### config.mk
export PLATFORM = sky130hd
export DESIGN_NAME = fxp_alu
export DESIGN_NICKNAME = d
export VERILOG_FILES = /design/src/rtl/fxp_pkg.sv /design/src/rtl/fxp_narrow.sv /design/src/rtl/fxp_addsub.sv /design/src/rtl/fxp_mul.sv /design/src/rtl/fxp_alu.sv
export SDC_FILE = /design/constraint.sdc
export NUM_CORES = 1
export LEC_CHECK = 0
export ABC_AREA = 1
export BUFFER_PORTS_ARGS = -buffer_cell sky130_fd_sc_hd__buf_2
export CORE_ASPECT_RATIO = 0.7
export CORE_MARGIN = 2
export CORE_UTILIZATION = 35
export DETAILED_ROUTE_END_ITERATION = 6
export REMOVE_ABC_BUFFERS = 1
export SLEW_MARGIN = 20
export SYNTH_ARGS = -nofsm -noshare
export SYNTH_HDL_FRONTEND = slang
export SYNTH_SLANG_ARGS = --single-unit
### constraint.sdc
create_clock -name clk -period 8.07 [get_ports clk]
set_input_delay 1.614 -clock clk [delete_from_list [all_inputs] [get_ports clk]]
set_output_delay 1.614 -clock clk [all_outputs]
set_load 0.01 [all_outputs]
### src/rtl/fxp_pkg.sv
package fxp_pkg;

  typedef enum logic [1:0] {
    OP_ADD = 2'b00,
    OP_SUB = 2'b01,
    OP_MUL = 2'b10,
    OP_RSZ = 2'b11
  } fxp_op_e;

endpackage

### src/rtl/fxp_narrow.sv
// Rescale a signed fixed-point value to fewer fraction bits (truncating
// toward negative infinity), then clamp the integer part to OW bits.
module fxp_narrow #(
  parameter int IW = 22,
  parameter int IF = 10,
  parameter int OW = 21,
  parameter int OF = 10
) (
  input  logic signed [IW-1:0] din,
  output logic signed [OW-1:0] dout,
  output logic                 hi_clip,
  output logic                 lo_clip
);
  localparam int SH = IF - OF;

  logic signed [IW-1:0] shifted;
  assign shifted = din >>> SH;

  generate
    if (IW > OW) begin : g_clip
      localparam int HB = IW - OW + 1;
      logic [HB-1:0] top;
      logic          fits;

      assign top  = shifted[IW-1:OW-1];
      assign fits = (top == '0) || (top == '1);

      always_comb begin
        hi_clip = !fits && !din[IW-1];
        lo_clip = !fits &&  din[IW-1];
        if (hi_clip)      dout = {1'b0, {(OW-1){1'b1}}};
        else if (lo_clip) dout = {1'b1, {(OW-1){1'b0}}};
        else              dout = shifted[OW-1:0];
      end
    end else begin : g_ext
      assign dout    = OW'(shifted);
      assign hi_clip = 1'b0;
      assign lo_clip = 1'b0;
    end
  endgenerate
endmodule

### src/rtl/fxp_addsub.sv
// Full-precision add/subtract: one guard bit above the operand width.
module fxp_addsub #(
  parameter int W = 21
) (
  input  logic signed [W-1:0] a,
  input  logic signed [W-1:0] b,
  input  logic                sub,
  output logic signed [W:0]   sum
);
  logic signed [W:0] ax, bx;

  assign ax  = {a[W-1], a};
  assign bx  = {b[W-1], b};
  assign sum = sub ? (ax - bx) : (ax + bx);
endmodule

### src/rtl/fxp_mul.sv
// Signed product kept in 2W-1 bits. The only code that needs the top
// bit (most negative squared) is replaced by the largest kept value.
module fxp_mul #(
  parameter int W = 21
) (
  input  logic signed [W-1:0]   a,
  input  logic signed [W-1:0]   b,
  output logic signed [2*W-2:0] prod
);
  localparam int PW = 2*W - 1;
  localparam logic [W-1:0] MIN_CODE = {1'b1, {(W-1){1'b0}}};

  logic signed [PW-1:0] raw;
  logic                 both_min;

  assign raw      = PW'(a) * PW'(b);
  assign both_min = (a == MIN_CODE) && (b == MIN_CODE);
  assign prod     = both_min ? {1'b0, {(PW-1){1'b1}}} : raw;
endmodule

### src/rtl/fxp_alu.sv
module fxp_alu
  import fxp_pkg::*;
#(
  parameter int W  = 21,
  parameter int F  = 10,
  parameter int XW = 32,
  parameter int XF = 12
) (
  input  logic          clk,
  input  logic          rst,
  input  logic          valid_i,
  input  logic [1:0]    op_i,
  input  logic [W-1:0]  a_i,
  input  logic [W-1:0]  b_i,
  input  logic [XW-1:0] wide_i,
  output logic          valid_o,
  output logic [W-1:0]  res_o,
  output logic          ovf_o,
  output logic          unf_o
);
  localparam int SW = W + 1;
  localparam int PW = 2*W - 1;

  logic signed [W-1:0]  sa, sb;
  logic signed [SW-1:0] sum_full;
  logic signed [PW-1:0] prod_full;
  logic signed [W-1:0]  sum_n, prod_n, wide_n;
  logic                 sum_hi, sum_lo, prod_hi, prod_lo, wide_hi, wide_lo;

  logic [W-1:0] nxt_res;
  logic         nxt_hi, nxt_lo;

  assign sa = $signed(a_i);
  assign sb = $signed(b_i);

  fxp_addsub #(.W(W)) u_addsub (
    .a   (sa),
    .b   (sb),
    .sub (op_i == OP_SUB),
    .sum (sum_full)
  );

  fxp_narrow #(.IW(SW), .IF(F), .OW(W), .OF(F)) u_sat_sum (
    .din     (sum_full),
    .dout    (sum_n),
    .hi_clip (sum_hi),
    .lo_clip (sum_lo)
  );

  fxp_mul #(.W(W)) u_mul (
    .a    (sa),
    .b    (sb),
    .prod (prod_full)
  );

  fxp_narrow #(.IW(PW), .IF(2*F), .OW(W), .OF(F)) u_sat_prod (
    .din     (prod_full),
    .dout    (prod_n),
    .hi_clip (prod_hi),
    .lo_clip (prod_lo)
  );

  fxp_narrow #(.IW(XW), .IF(XF), .OW(W), .OF(F)) u_sat_wide (
    .din     ($signed(wide_i)),
    .dout    (wide_n),
    .hi_clip (wide_hi),
    .lo_clip (wide_lo)
  );

  always_comb begin
    case (fxp_op_e'(op_i))
      OP_ADD, OP_SUB: begin
        nxt_res = sum_n;  nxt_hi = sum_hi;  nxt_lo = sum_lo;
      end
      OP_MUL: begin
        nxt_res = prod_n; nxt_hi = prod_hi; nxt_lo = prod_lo;
      end
      default: begin
        nxt_res = wide_n; nxt_hi = wide_hi; nxt_lo = wide_lo;
      end
    endcase
  end

  always_ff @(posedge clk) begin
    if (rst) begin
      valid_o <= 1'b0;
      res_o   <= '0;
      ovf_o   <= 1'b0;
      unf_o   <= 1'b0;
    end else begin
      valid_o <= valid_i;
      if (valid_i) begin
        res_o <= nxt_res;
        ovf_o <= nxt_hi;
        unf_o <= nxt_lo;
      end
    end
  end
endmodule

# Yosys cells after proc, flatten, opt, wreduce, memory -nomap -nowiden
# Cells that the tools add are included.
word_totals:
  wordCells: 46
  inputBits: 79
  ff_bits: 24
  out_inout_bits: 24
classes:
  n_eq_ne: 7
  multipliers: 1
  n_mux: 11
  n_addsub: 2
  n_reduce_logical: 21
op_table:
  columns: ["operator", "n"]
  rows:
  - ["21-bit two-way mux", 6]
  - ["21-bit equality test (second input constant)", 3]
  - ["21-bit one-hot mux with 2 select lines", 1]
  - ["21-bit by 21-bit multiplier with 41-bit output", 1]
  - ["41-bit two-way mux", 1]
  - ["21-bit by 21-bit adder with 22-bit output", 1]
  - ["22-bit two-way mux", 1]
  - ["21-bit by 21-bit subtractor with 22-bit output", 1]
  - ["21-bit logical NOT", 1]
  - ["12-bit equality test (second input constant)", 1]
  - ["12-bit logical NOT", 1]
  - ["1-bit logical AND", 7]
  - ["1-bit logical NOT", 6]
  - ["2-bit equality test (second input constant)", 2]
  - ["2-bit logical NOT", 2]
  - ["1-bit one-hot mux with 2 select lines", 2]
  - ["1-bit logical OR", 3]
  - ["2-bit by 1-bit equality test with 1-bit output (second input constant)", 1]
  - ["2-bit OR reduction", 1]

# Longest topological paths before layout
depth:
  ltp_word: 10
  mapped_depth: 38
  ltp_nobuf: 35

# By module
# Synthesis repeated with hierarchy kept, for this count alone.
unflattened:
  hier_cells: 3222
  hier_area_um2: 22297.6
modules_own_cells:
  columns: ["module", "seq_area_each_um2", "area_per_inst_um2", "cells_each", "instances"]
  rows:
  - ["fxp_mul", 0.0, 17770.8, 2381, 1]
  - ["fxp_addsub", 0.0, 2152.1, 419, 1]
  - ["fxp_alu", 480.5, 1407.6, 232, 1]
  - ["fxp_narrow (u_sat_prod)", 0.0, 332.8, 71, 1]
  - ["fxp_narrow (u_sat_sum)", 0.0, 319.1, 52, 1]
  - ["fxp_narrow (u_sat_wide)", 0.0, 315.3, 67, 1]

# Least setup slack after synthesis
# Ideal clock, no wire load.
synth_path:
  path_kind: "input -> register"
  start: "input port a_i[20]"
  end: "register res_o[0]"
  setup_ps: 122
  cell_stages: 33
  t_arrival_ps: 8265
  path_slack_ps: -317
  required_time_ps: 7948
  cell_sequence: "clkbuf_1 > clkbuf_1 > nand2_1 > inv_1 > fa_1 > ha_1 > inv_1 > fa_1 > inv_1 > fa_1 > inv_1 > fa_1 > inv_1 > fa_1 > fa_1 > ha_1 > nand2_1 > inv_1 > a21oi_1 > o21ai_0 > a21oi_1 > nand3_1 > nand2_1 > nand2_1 > nor2_4 > inv_1 > nor2_1 > nand3_2 > nand2_1 > buf_4 > nand2_1 > nand3_2 > a21oi_2"
synth_between:
  elab_chain_len: 10
  elab_cells_between_ends: 26
  cone_classes: "add/sub (2); mul (1); eq/ne (3); mux (7); reduce/logical (13)"
synth_rtl:
  columns: ["element", "line", "source"]
  rows:
  - ["start: declaration", "fxp_alu.sv:13", "input logic [W-1:0] a_i,"]
  - ["parallel branches: the longest is 9 deep, another holds 21-bit by 21-bit multiplier with 41-bit output", null, null]
  - ["21-bit one-hot mux with 2 select lines *", "fxp_alu.sv:71", "case (fxp_op_e'(op_i))"]
  - ["end signal: assignment", "fxp_alu.sv:93", "res_o <= nxt_res;"]
  - ["end: declaration", "fxp_alu.sv:17", "output logic [W-1:0] res_o,"]
# Mark *: on every way between the ends.
# A chain may end at the register's enable or synchronous reset.

# Worst setup path after layout
layout_path:
  start: "input port a_i[14]"
  end: "register res_o[0]"
# The elaborated chain is that of the path after synthesis.

==> flow_summary.toml <==
[outcome]
status = "complete, no violations"

[routing]
viasPerCell = 4.622
drc = 0
post_drt_wl_per_cell_um = 16.57
wl_um = 67700
dr.first_iter.drc_count = 1622
ant_nets = 0
vias = 18880
dr.pass1.iters = 6

[critical_path]
crit_top_cell = "fa_1"
r2r-end = "res_o[16]$_SDFFE_PP0P_"
reg2regPathDepth = 2
r2r_slack_ps = 7330
critPathKind = "primary input to register"
worstPathMaxFanout = 9
path_buf_inv = 7
r2r_start = "res_o[16]$_SDFFE_PP0P_"
critPathMaxStageDelay_ps = 550
crit_family = "adder cells"
crit_path_top_delay_cell = "fa_1"
cp.required_ps = 8280
critPathArrivalTime_ps = 8270
end_kind = "register"
worstSetupStartpointType = "primary input"

[synth]
synth-xor-area-share = 0.02400
yosys-top-cells-area = "fa_1 43%, inv_1 15%, nand2_1 13%"
synthesis.area_um2 = 21170
ys_ff_latch = 24
yosysWarnings = 0
async_reset_ff_frac = 0
synth_compound_area_frac = 0.05687
synthMuxAreaShare = 0
synth_top_family_by_area = "adder cells"
syn_area_per_cell_um2 = 7.175
synth_largest_area_cell = "fa_1"
synth_edf_count = 0
synth_adder_area_share = 0.5038
syn_inst = 2950
synthSimpleGateAreaFrac = 0.2153
synthFlopType = "dfxtp_1"
ys_seq_area_frac = 0.02270
ys_types = 50
synthDominantCellAreaShare = 0.4275

[sta]
setup_tns_ps = 0
slew-limit-headroom = 0.5588
period_minus_slack_ps = 8069
max_freq_mhz = 123.9
setup_viol = 0
skew_ps = 0
setup_slack_ps = 1.313
max_slew.worst_pin.slew_ps = 661.8
grt_setup_unrepaired = "true"
hold_viol = 0
final_max_slew_viol_count = 0
min_period_over_period = 0.9998

[die]
core_um2 = 59870
die_x_um = 297.9
rows = 75
die_h_um = 209.7
io_pins = 103
die_area_um2 = 62490
initial_core_util = 0.3535

[clock_network]
cts_root_buffer = "clkbuf_16"
cts-hold-fix-buffers = 0
path_clk_slew_ps = 60
numCtsBuffers = 3
cts_htree_levels = 1
cts_tree = "yes"
clock-sinks = 24
cts.path.max_buffers = 2
clock_latency_ps = 270

[global_routing]
grt_pass1_wl_um = 105600
grt_pass1_vias = 18980
grt_usage = 0.2141
grt_max_degree = 47
antenna_found_initial = 0
overflow = 0

[place]
io_buffers = 100
dpl.cell_count = 4022
place.gp.congestion = 0.9280
place_ws_ps = -711.0
hpwl_um = 56200

[finish]
antenna_cells = 0
fillers = 6078
syn2layout_area_growth_pct = 28.18
fin_nets = 3939
layout.cells.non_filler = 4085
final-seq-area_um2 = 480.5
mostFrequentLayoutCells = "819 x inv_1, 675 x nand2_1, 436 x fa_1, 284 x buf_4, 120 x nor2_1"
drive_above_1_share = 0.2420
multi_input_area_um2 = 18260
final_common_cell = "inv_1"

[min_path]
min_to = "res_o[11]$_SDFFE_PP0P_"
hold_start = "res_o[11]$_SDFFE_PP0P_"
hold_class = "register to register"
hold_path_depth = 2

[job]
maxCapViolCount = 0
[worst max-delay path by stage]
stage	start	endpoint	slack, ps	cells after the start
3_3_place_gp	b_i[6]	res_o[11]$_SDFFE_PP0P_	-620	30
4_1_cts	a_i[14]	res_o[0]$_SDFFE_PP0P_	0.08	30
6_report	a_i[14]	res_o[0]$_SDFFE_PP0P_	1	30
2_1_floorplan	b_i[3]	res_o[13]$_SDFFE_PP0P_	-90	30
3_5_place_dp	b_i[6]	res_o[15]$_SDFFE_PP0P_	-710	30
5_1_grt	a_i[20]	res_o[0]$_SDFFE_PP0P_	-180	31
[state kept, by name, indices dropped and copies added (netlist names)]
name / cells
unf_o: 1
ovf_o: 1
valid_o: 1
res_o: 21
[Yosys cell counts, types with 20 or more instances]
cell      instances
a21oi_1          95
a21oi_2          20
clkbuf_1         99
dfxtp_1          24
fa_1            452
ha_1            129
inv_1           857
nand2_1         756
nand3_1          58
nand3_2          23
nor2_1          174
nor3_1           20
o21ai_0          78
xnor2_1          24
xor2_1           34
[layout make-up]
type                            count  area share
Timing Repair Buffer              447      0.1497
Sequential cell                    24     0.01771
Clock buffer                        3    0.002767
Tap cell                          808     0.03726
Multi-Input combinational cell   1944      0.6731
Inverter                          859      0.1194
[through the flow]
stage | utilization | hold WS, ps | area, µm²
floorplan | - | 545.8 | 20640
global placement | 0.4104 | 517.9 | 24570
detailed placement | 0.4104 | 520.4 | 24570
CTS | 0.4206 | 537.0 | 25180
global route | 0.4531 | 564.9 | 27130
finish | 0.4531 | 537.0 | 27130
[metal layers]
layer / track usage / vias to the layer above / wire [µm]
li1: - / 9083 / -
met1: 0.3402 / 9160 / 33690
met2: 0.3181 / 593 / 27850
met3: 0.02692 / 43 / 5490
met4: 0.02027 / 0 / 672
met5: 0 / - / 0
[worst register-to-register path, stage by stage (launching register included)]
cell     delay (ps)
dfxtp_1         410
o21ai_0         120
a21oi_2         140
[cells by family after synthesis]
kind of cell / Yosys count
AND/OR/NAND/NOR: 1090
buffers and inverters: 982
adder cells (fa/ha/maj): 581
AO/OA/AOI/OAI: 215
XOR/XNOR: 58
flip-flops: 24
[what timing repair did]
action                                  4_1_cts  5_1_grt
resized for setup                           103      391
setup buffers                                 7       43
endpoints found under the setup margin       23       23
gates cloned                                  2        9
pin swaps                                    11      163
Power is left out: the tool's default activity adds up to more than one toggle a clock period on the data nets, which glitch-free logic cannot reach.
